`config.mk`:
```
export PLATFORM = sky130hd
export DESIGN_NAME = bridge_window_decoder
export DESIGN_NICKNAME = d
export VERILOG_FILES = /design/src/rtl/bwd_pkg.sv /design/src/rtl/bwd_window.sv /design/src/rtl/bwd_vga_match.sv /design/src/rtl/bridge_window_decoder.sv
export SDC_FILE = /design/constraint.sdc
export NUM_CORES = 1
export LEC_CHECK = 0
export ABC_CLOCK_PERIOD_IN_PS = 800
export BUFFER_PORTS_ARGS = -buffer_cell sky130_fd_sc_hd__buf_2
export CAP_MARGIN = 10
export CORE_ASPECT_RATIO = 0.6
export CORE_MARGIN = 2
export CORE_UTILIZATION = 35
export CTS_CLUSTER_DIAMETER = 60
export DETAILED_ROUTE_END_ITERATION = 12
export PLACE_DENSITY = 0.61
export SLEW_MARGIN = 5
export SYNTH_ARGS = -nofsm -noshare
export SYNTH_HDL_FRONTEND = slang
export SYNTH_SLANG_ARGS = --single-unit
```
`constraint.sdc`:
```
create_clock -name clk -period 0.8 [get_ports clk]
set_input_delay 0.08 -clock clk [delete_from_list [all_inputs] [get_ports clk]]
set_output_delay 0.08 -clock clk [all_outputs]
set_load 0.02 [all_outputs]
```
`src/rtl/bwd_pkg.sv`:
```
package bwd_pkg;

    typedef enum logic [1:0] {
        SP_IO   = 2'd0,
        SP_MEM  = 2'd1,
        SP_PREF = 2'd2,
        SP_RSVD = 2'd3
    } space_e;

    typedef enum logic [2:0] {
        WIN_NONE = 3'd0,
        WIN_IO   = 3'd1,
        WIN_MEM  = 3'd2,
        WIN_PREF = 3'd3,
        WIN_VGA  = 3'd4
    } win_e;

    // bit positions of control fields consumed by this block
    localparam int CMD_IO_BIT    = 0;
    localparam int CMD_MEM_BIT   = 1;
    localparam int BRCTL_VGA_BIT = 3;

    // fixed legacy display ranges
    localparam logic [63:0] VGA_MEM_LO  = 64'h0000_0000_000A_0000;
    localparam logic [63:0] VGA_MEM_HI  = 64'h0000_0000_000B_FFFF;
    localparam logic [63:0] VGA_IOA_LO  = 64'h0000_0000_0000_03B0;
    localparam logic [63:0] VGA_IOA_HI  = 64'h0000_0000_0000_03BB;
    localparam logic [63:0] VGA_IOB_LO  = 64'h0000_0000_0000_03C0;
    localparam logic [63:0] VGA_IOB_HI  = 64'h0000_0000_0000_03DF;

    typedef struct packed {
        logic valid;
        logic fwd;
        win_e win;
    } dec_s;

endpackage

```
`src/rtl/bwd_window.sv`:
```
module bwd_window #(
    parameter int ADDR_W    = 64,
    parameter int FIELD_W   = 16,
    parameter int GRAN_BITS = 20,
    parameter int HI_W      = 32,
    parameter bit HAS_HI    = 1'b1
) (
    input  logic [FIELD_W-1:0] base_fld,
    input  logic [FIELD_W-1:0] limit_fld,
    input  logic [HI_W-1:0]    base_hi,
    input  logic [HI_W-1:0]    limit_hi,
    input  logic               enable,
    input  logic [ADDR_W-1:0]  addr,
    output logic               hit,
    output logic               empty
);
    localparam int NIB_W  = FIELD_W - 4;
    localparam int FULL_W = HI_W + NIB_W + GRAN_BITS;

    logic [HI_W-1:0]   base_upper;
    logic [HI_W-1:0]   limit_upper;
    logic [FULL_W-1:0] base_full;
    logic [FULL_W-1:0] limit_full;
    logic [ADDR_W-1:0] base_addr;
    logic [ADDR_W-1:0] limit_addr;

    generate
        if (HAS_HI) begin : g_ext
            // type bit 0 selects the extended addressing form
            assign base_upper  = base_fld[0]  ? base_hi  : '0;
            assign limit_upper = limit_fld[0] ? limit_hi : '0;
            logic unused_ext;
            assign unused_ext = ^{base_fld[3:1], limit_fld[3:1]};
        end else begin : g_flat
            assign base_upper  = '0;
            assign limit_upper = '0;
            logic unused_flat;
            assign unused_flat = ^{base_fld[3:0], limit_fld[3:0], base_hi, limit_hi};
        end
    endgenerate

    assign base_full  = {base_upper,  base_fld[FIELD_W-1:4],  {GRAN_BITS{1'b0}}};
    assign limit_full = {limit_upper, limit_fld[FIELD_W-1:4], {GRAN_BITS{1'b1}}};
    assign base_addr  = ADDR_W'(base_full);
    assign limit_addr = ADDR_W'(limit_full);

    always_comb begin
        empty = (limit_addr < base_addr);
        hit   = enable && !empty && (addr >= base_addr) && (addr <= limit_addr);
    end

endmodule

```
`src/rtl/bwd_vga_match.sv`:
```
module bwd_vga_match
    import bwd_pkg::*;
#(
    parameter int ADDR_W = 64
) (
    input  logic              vga_en,
    input  logic [ADDR_W-1:0] addr,
    output logic              mem_hit,
    output logic              io_hit
);
    logic [63:0] a64;
    assign a64 = 64'(addr);

    always_comb begin
        mem_hit = vga_en && (a64 >= VGA_MEM_LO) && (a64 <= VGA_MEM_HI);
        io_hit  = vga_en && (((a64 >= VGA_IOA_LO) && (a64 <= VGA_IOA_HI)) ||
                             ((a64 >= VGA_IOB_LO) && (a64 <= VGA_IOB_HI)));
    end

endmodule

```
`src/rtl/bridge_window_decoder.sv`:
```
module bridge_window_decoder
    import bwd_pkg::*;
#(
    parameter int ADDR_W = 64
) (
    input  logic              clk,
    input  logic              rst_n,
    input  logic              req_valid,
    input  logic [1:0]        req_space,
    input  logic [ADDR_W-1:0] req_addr,
    input  logic [15:0]       cmd_word,
    input  logic [15:0]       brctl_word,
    input  logic [7:0]        io_base_fld,
    input  logic [7:0]        io_limit_fld,
    input  logic [15:0]       io_base_hi,
    input  logic [15:0]       io_limit_hi,
    input  logic [15:0]       mem_base_fld,
    input  logic [15:0]       mem_limit_fld,
    input  logic [15:0]       pf_base_fld,
    input  logic [15:0]       pf_limit_fld,
    input  logic [31:0]       pf_base_hi,
    input  logic [31:0]       pf_limit_hi,
    output logic              dec_valid,
    output logic              dec_fwd,
    output logic [2:0]        dec_win
);
    localparam int IO_GRAN  = 12;
    localparam int MEM_GRAN = 20;

    logic io_hit, io_empty;
    logic mem_hit, mem_empty;
    logic pf_hit, pf_empty;
    logic vga_mem_hit, vga_io_hit;
    logic unused_top;

    assign unused_top = ^{io_empty, mem_empty, pf_empty,
                          cmd_word[15:2], brctl_word[15:4], brctl_word[2:0]};

    bwd_window #(
        .ADDR_W(ADDR_W), .FIELD_W(8), .GRAN_BITS(IO_GRAN), .HI_W(16), .HAS_HI(1'b1)
    ) io_win_i (
        .base_fld(io_base_fld), .limit_fld(io_limit_fld),
        .base_hi(io_base_hi), .limit_hi(io_limit_hi),
        .enable(cmd_word[CMD_IO_BIT]), .addr(req_addr),
        .hit(io_hit), .empty(io_empty)
    );

    bwd_window #(
        .ADDR_W(ADDR_W), .FIELD_W(16), .GRAN_BITS(MEM_GRAN), .HI_W(32), .HAS_HI(1'b0)
    ) mem_win_i (
        .base_fld(mem_base_fld), .limit_fld(mem_limit_fld),
        .base_hi('0), .limit_hi('0),
        .enable(cmd_word[CMD_MEM_BIT]), .addr(req_addr),
        .hit(mem_hit), .empty(mem_empty)
    );

    bwd_window #(
        .ADDR_W(ADDR_W), .FIELD_W(16), .GRAN_BITS(MEM_GRAN), .HI_W(32), .HAS_HI(1'b1)
    ) pf_win_i (
        .base_fld(pf_base_fld), .limit_fld(pf_limit_fld),
        .base_hi(pf_base_hi), .limit_hi(pf_limit_hi),
        .enable(cmd_word[CMD_MEM_BIT]), .addr(req_addr),
        .hit(pf_hit), .empty(pf_empty)
    );

    bwd_vga_match #(.ADDR_W(ADDR_W)) vga_i (
        .vga_en(brctl_word[BRCTL_VGA_BIT]), .addr(req_addr),
        .mem_hit(vga_mem_hit), .io_hit(vga_io_hit)
    );

    dec_s dec_d, dec_q;

    always_comb begin
        dec_d       = '0;
        dec_d.win   = WIN_NONE;
        dec_d.valid = req_valid;
        if (req_valid) begin
            unique case (space_e'(req_space))
                SP_IO: begin
                    if (vga_io_hit)  dec_d.win = WIN_VGA;
                    else if (io_hit) dec_d.win = WIN_IO;
                end
                SP_MEM, SP_PREF: begin
                    if (vga_mem_hit)  dec_d.win = WIN_VGA;
                    else if (pf_hit)  dec_d.win = WIN_PREF;
                    else if (mem_hit) dec_d.win = WIN_MEM;
                end
                default: dec_d.win = WIN_NONE;
            endcase
        end
        dec_d.fwd = (dec_d.win != WIN_NONE);
    end

    always_ff @(posedge clk or negedge rst_n) begin
        if (!rst_n) begin
            dec_q     <= '0;
            dec_q.win <= WIN_NONE;
        end else begin
            dec_q <= dec_d;
        end
    end

    assign dec_valid = dec_q.valid;
    assign dec_fwd   = dec_q.fwd;
    assign dec_win   = dec_q.win;


    valid_follows_chk: assert property (@(posedge clk) disable iff (!rst_n)
        $past(rst_n) |-> (dec_valid == $past(req_valid)));


    fwd_needs_valid_chk: assert property (@(posedge clk) disable iff (!rst_n)
        dec_fwd |-> dec_valid);


    io_gate_chk: assert property (@(posedge clk) disable iff (!rst_n)
        (dec_win == WIN_IO) |-> $past(cmd_word[CMD_IO_BIT]));


    mem_gate_chk: assert property (@(posedge clk) disable iff (!rst_n)
        ((dec_win == WIN_MEM) || (dec_win == WIN_PREF)) |-> $past(cmd_word[CMD_MEM_BIT]));


    vga_gate_chk: assert property (@(posedge clk) disable iff (!rst_n)
        (dec_win == WIN_VGA) |-> $past(brctl_word[BRCTL_VGA_BIT]));


    io_space_chk: assert property (@(posedge clk) disable iff (!rst_n)
        (dec_win == WIN_IO) |-> ($past(req_space) == SP_IO));


    rsvd_drop_chk: assert property (@(posedge clk) disable iff (!rst_n)
        ($past(rst_n) && $past(req_valid) && ($past(req_space) == SP_RSVD)) |-> !dec_fwd);

endmodule

```
# Yosys cells after proc, flatten, opt, wreduce, memory -nomap -nowiden
# Cells that the tools add are included.
# word_totals
word_cells	52
regBits	5
output_inout_bits	5
# classes
n_lt_le_gt_ge	15
eq_ne	2
mux	11
n_reduce_logical	21
# ops
cell	count
64-bit by 10-bit greater-or-equal comparator with 1-bit output, second input constant	2
64-bit by 32-bit greater-or-equal comparator with 1-bit output	2
64-bit by 10-bit <= comparator with 1-bit output, second input constant	2
64-bit by 32-bit <= comparator with 1-bit output	2
64-bit by 20-bit greater-or-equal comparator with 1-bit output, second input constant	1
64-bit greater-or-equal comparator	1
64-bit by 20-bit <= comparator with 1-bit output, second input constant	1
64-bit <= comparator	1
32-bit less-than comparator	2
64-bit less-than comparator	1
32-bit two-way mux	2
16-bit two-way mux	2
1-bit logical AND	14
3-bit two-way mux	3
3-bit case mux with 2 select lines	1
2-bit two-way mux	2
1-bit zero test	3
3-bit nonzero test	1
2-bit by 1-bit == test with 1-bit output, second input constant	1
2-bit == test, second input constant	1
2-bit zero test	1
2-bit OR reduction	1
1-bit logical OR	1
1-bit two-way mux	1

# Logic depth before layout (Yosys ltp)
# depth
depth_word	11
depth_mapped	13
mapped_depth_nobuf	11

# By module
# A second synthesis with hierarchy kept.
# hier_totals
cells_unflattened	878
area_unflattened_um2	6367.4
# modules_own_cells
mod	seq_area_each_um2	n_inst	area_per_inst_um2	cells_each
bwd_window (pf_win_i)	0.0	1	3359.5	471
bwd_window (io_win_i)	0.0	1	1606.5	224
bwd_window (mem_win_i)	0.0	1	1018.5	139
bridge_window_decoder	125.1	1	219.0	19
bwd_vga_match	0.0	1	163.9	25

# Least setup slack after synthesis
# No wires, ideal clock.
# synth_timing
kind	input to register
from	in io_limit_fld[0]
to	reg dec_q (netlist bit dec_fwd)
setup_time_ns	0.131
cell_stages	12
arrival_time_ns	2.160
path_slack_ns	-1.491
t_required_ns	0.669
n_path_buf	2
path_cell_list	clkbuf_1 -> clkbuf_1 -> nand2_1 -> ha_1 -> nand4_1 -> or3_1 -> nor2_1 -> a221oi_1 -> o221ai_1 -> o21ai_0 -> a41oi_2 -> o211ai_2
# synth_rtl
item	line_no	rtl
from (decl)	bridge_window_decoder.sv:14	input logic [7:0] io_limit_fld,
to (decl)	bridge_window_decoder.sv:71	dec_s dec_d, dec_q;

==> results.py <==
metrics = {
    "run_status": {
        "status": "finished with violations",
        "violations": "negative setup slack",
    },
    "yosys": {
        "synth_nets": 1347,
        "synth.ff_latch_count": 5,
        "yosys-mux-area-fraction": 0,
        "synth_simple_gate_area_share": 0.251,
        "synth_compound_area_frac": 0.192,
        "synth_cell_type_count": 50,
        "synth_top_family_by_area": "adder cells",
        "async_flop_share": 1.00,
        "synth_edf_count": 0,
        "synthAdderAreaFrac": 0.466,
        "synthXorXnorAreaFrac": 0,
        "yosys_most_used_dff": "dfrtp_1",
        "netlist_area_mm2": 0.00610,
        "syn_area_per_cell_um2": 7.23,
        "netlist_instances": 843,
        "yosys_warnings": 0,
        "synth_seq_area_share": 0.0205,
    },
    "sta": {
        "slew_headroom": 0.734,
        "drv_slew": 0,
        "fin_crit_ns": 2.08,
        "layout_setup_ws_ns": -1.28,
        "tightest_slew_ns": 0.389,
        "finalCritPeriodShare": 2.60,
        "final-setup-viol-count": 8,
        "hold_viol_final": 0,
        "max_freq_mhz": 480,
        "rsz0062_at_grt": "true",
    },
    "global_routing": {
        "antenna_found_initial": 2,
        "grt_pass1_wl_mm": 39.0,
        "grt_start_max_net_pins": 11,
        "track_usage": 0.263,
        "grt_pass1_vias": 7538,
        "grt-ovfl-total": 0,
    },
    "pwr": {
        "powerDensity_mw_per_mm2": 624,
        "leakagePower_uw": 0.00556,
        "p_total_uw": 6290,
        "vdd_drop_max_mv": 0.598,
    },
    "setup_path": {
        "critPathTopFamily": "simple AND/OR/NAND/NOR gates",
        "cp_slowest_stage_delay_ns": 0.40,
        "cp-startpoint": "pf_limit_fld[0]",
        "crit_chain": "buf_12, buf_12, nand2_4, buf_4, inv_2, ha_1, nand4_1, nor4b_4, nand3_4, buf_6, nor2_4, nor3_4, o21ai_2, a31oi_2, o211ai_2",
        "critPathLaunchType": "input port",
        "crit_path_frequent_cell": "buf_12",
        "worstSetupPathType": "input port to flop",
        "critPathArrivalTime_ns": 2.23,
        "end_kind": "flop",
        "cp_slowest_cell": "nor4b_4",
        "cp_max_fo": 8,
        "worst-path-buf-inv": 5,
        "required_ns": 0.95,
    },
    "final_layout": {
        "fillers": 1610,
        "seq_area_um2": 125,
        "multi_input_area_mm2": 0.00626,
        "nets": 1769,
        "syn2layout_area_growth_pct": 65.2,
        "drive_gt1_frac": 0.424,
        "finish.utilization": 0.590,
    },
    "min_path": {
        "hp-class": "input port to flop",
        "worstHoldStart": "req_valid",
    },
    "floorplanning": {
        "initial_core_util": 0.357,
        "die_width_um": 174,
        "die_y_um": 106,
        "core.rowCount": 37,
        "die-area_mm2": 0.0185,
        "io_pins": 282,
        "fp.coreArea_mm2": 0.0171,
    },
    "clock_network": {
        "numCtsBuffers": 3,
        "htree_levels": 1,
        "worst_setup_hold_path_clk_slew_ns": 0.03,
        "cts_tree": "yes",
        "root_buffer": "clkbuf_16",
        "cts_buffer_depth": 2,
        "cts_sinks": 5,
    },
    "placement": {
        "dp_slack_ns": -1.97,
        "dpl.hpwl_mm": 22.1,
        "gp_congestion": 0.943,
        "portBuffers": 232,
    },
    "route": {
        "vias_per_cell": 5.17,
        "drtIter0Drc": 500,
        "postRouteAntennaNets": 0,
        "wl_mm": 25.1,
        "drcViolationCount": 0,
        "dr.pass1.iters": 5,
        "routedWlPerCell_um": 16.7,
        "num_vias": 7749,
    },
    "job": {
        "drv_cap": 0,
    },
}
repair_timing:
action	in CTS	in global routing
setup endpoints to repair	9	9
pin swaps	29	22
hold buffers	1	0
gates cloned	4	0
endpoints found under the hold margin	5	0
gates resized for setup	77	40
setup buffers	3	0
cells in the final DEF (no fill, tap or decap), types with 5 or more instances in the layout:
| cell | instances |
|---|---|
| buf_2 | 222 |
| ha_1 | 202 |
| buf_4 | 176 |
| nand2_1 | 114 |
| inv_1 | 100 |
| a21oi_1 | 67 |
| nand4_1 | 35 |
| o21ai_0 | 29 |
| nor2_1 | 27 |
| nand3_1 | 25 |
| ha_4 | 25 |
| a21o_1 | 23 |
| nand2_2 | 19 |
| nand2_4 | 17 |
| and4_1 | 13 |
| buf_6 | 13 |
| nor4_1 | 11 |
| a211oi_1 | 11 |
| buf_12 | 11 |
| nor3_1 | 7 |
| o21ai_1 | 6 |
| a221oi_2 | 6 |
| o211ai_1 | 6 |
| inv_2 | 5 |
| nor4_2 | 5 |
| dfrtp_1 | 5 |
area by class of cell:
cell class,instances,share of cell area
multi-input cells,723,0.621
flip-flops and latches,5,0.0124
clock buffers,4,0.00782
inverters,105,0.0391
diodes,1,0.000248
repair buffers,427,0.290
well taps,234,0.0291
registers in the layout, summed over array words and instances, names as in the netlist:
signal and cells:
dec_valid 1, dec_fwd 1, dec_win 3
logic make-up after synthesis:
family / Yosys count
flops: 5
simple gates: 311
compound gates: 185
fa+ha+maj: 227
buf+inv: 115
cells in the mapped netlist (2+ instances only):
cell / number / share of area
ha_1: 227 / 0.47
or4_1: 2 / 0.0025
nor2_1: 29 / 0.018
nor3_1: 9 / 0.0074
and3_1: 3 / 0.0031
nor4_1: 17 / 0.017
dfrtp_1: 5 / 0.021
a21oi_1: 70 / 0.057
and3b_1: 2 / 0.0029
a21boi_0: 3 / 0.0037
nor3b_1: 2 / 0.0025
nor2b_1: 4 / 0.0041
nand3_1: 26 / 0.021
a31oi_1: 2 / 0.0021
o31ai_1: 2 / 0.0025
o211ai_1: 6 / 0.0074
and4_1: 15 / 0.022
nor4b_1: 2 / 0.0029
a221oi_1: 10 / 0.014
nand3b_1: 2 / 0.0025
a211oi_1: 13 / 0.016
nand2_1: 150 / 0.092
nand4_1: 35 / 0.036
inv_1: 105 / 0.065
or3_1: 2 / 0.0021
a2111oi_0: 2 / 0.0029
nand2b_1: 4 / 0.0041
a21o_1: 23 / 0.028
clkbuf_1: 10 / 0.0062
o21ai_0: 37 / 0.030
and2_1: 3 / 0.0031
a221o_1: 3 / 0.0049
path summary, 6_finish.rpt:
path / to / slack [ns] / depth (start not counted)
worst max-delay path: dec_fwd$_DFF_PN0_ / -1.28 / 15
worst min-delay path: dec_valid$_DFF_PN0_ / 0.08 / 2
max in group asynchronous: dec_win[2]$_DFF_PN0_ / 0.45 / 2
min in group asynchronous: dec_win[0]$_DFF_PN0_ / 0.21 / 2
power by group:
group	switching (uW)	internal [uW]
combinational	2590	2620
sequential	3.51	260
clock	159	660
total	2750	3540
per-stage QoR:
step,setup TNS [ns],hold WS (ns),cells,area (um2)
4_1_cts,-5.00,0.0819,1498,9880
2_1_floorplan,-3.88,-0.216,843,6500
3_3_place_gp,-7.21,-0.0945,1487,9300
3_5_place_dp,-7.20,-0.0936,1487,9300
6_report,-4.98,0.0820,1499,10100
5_1_grt,-5.35,0.0781,1499,10100
routing by layer:
| layer | global-route usage | wire [um] | up-vias |
|---|---|---|---|
| met5 | 0 | 0 | - |
| met4 | 0.0282 | 210 | 0 |
| met3 | 0.0204 | 1570 | 14 |
| met2 | 0.368 | 9380 | 251 |
| met1 | 0.435 | 13900 | 3508 |
| li1 | - | - | 3976 |
Power figures use the tool's default switching activity.
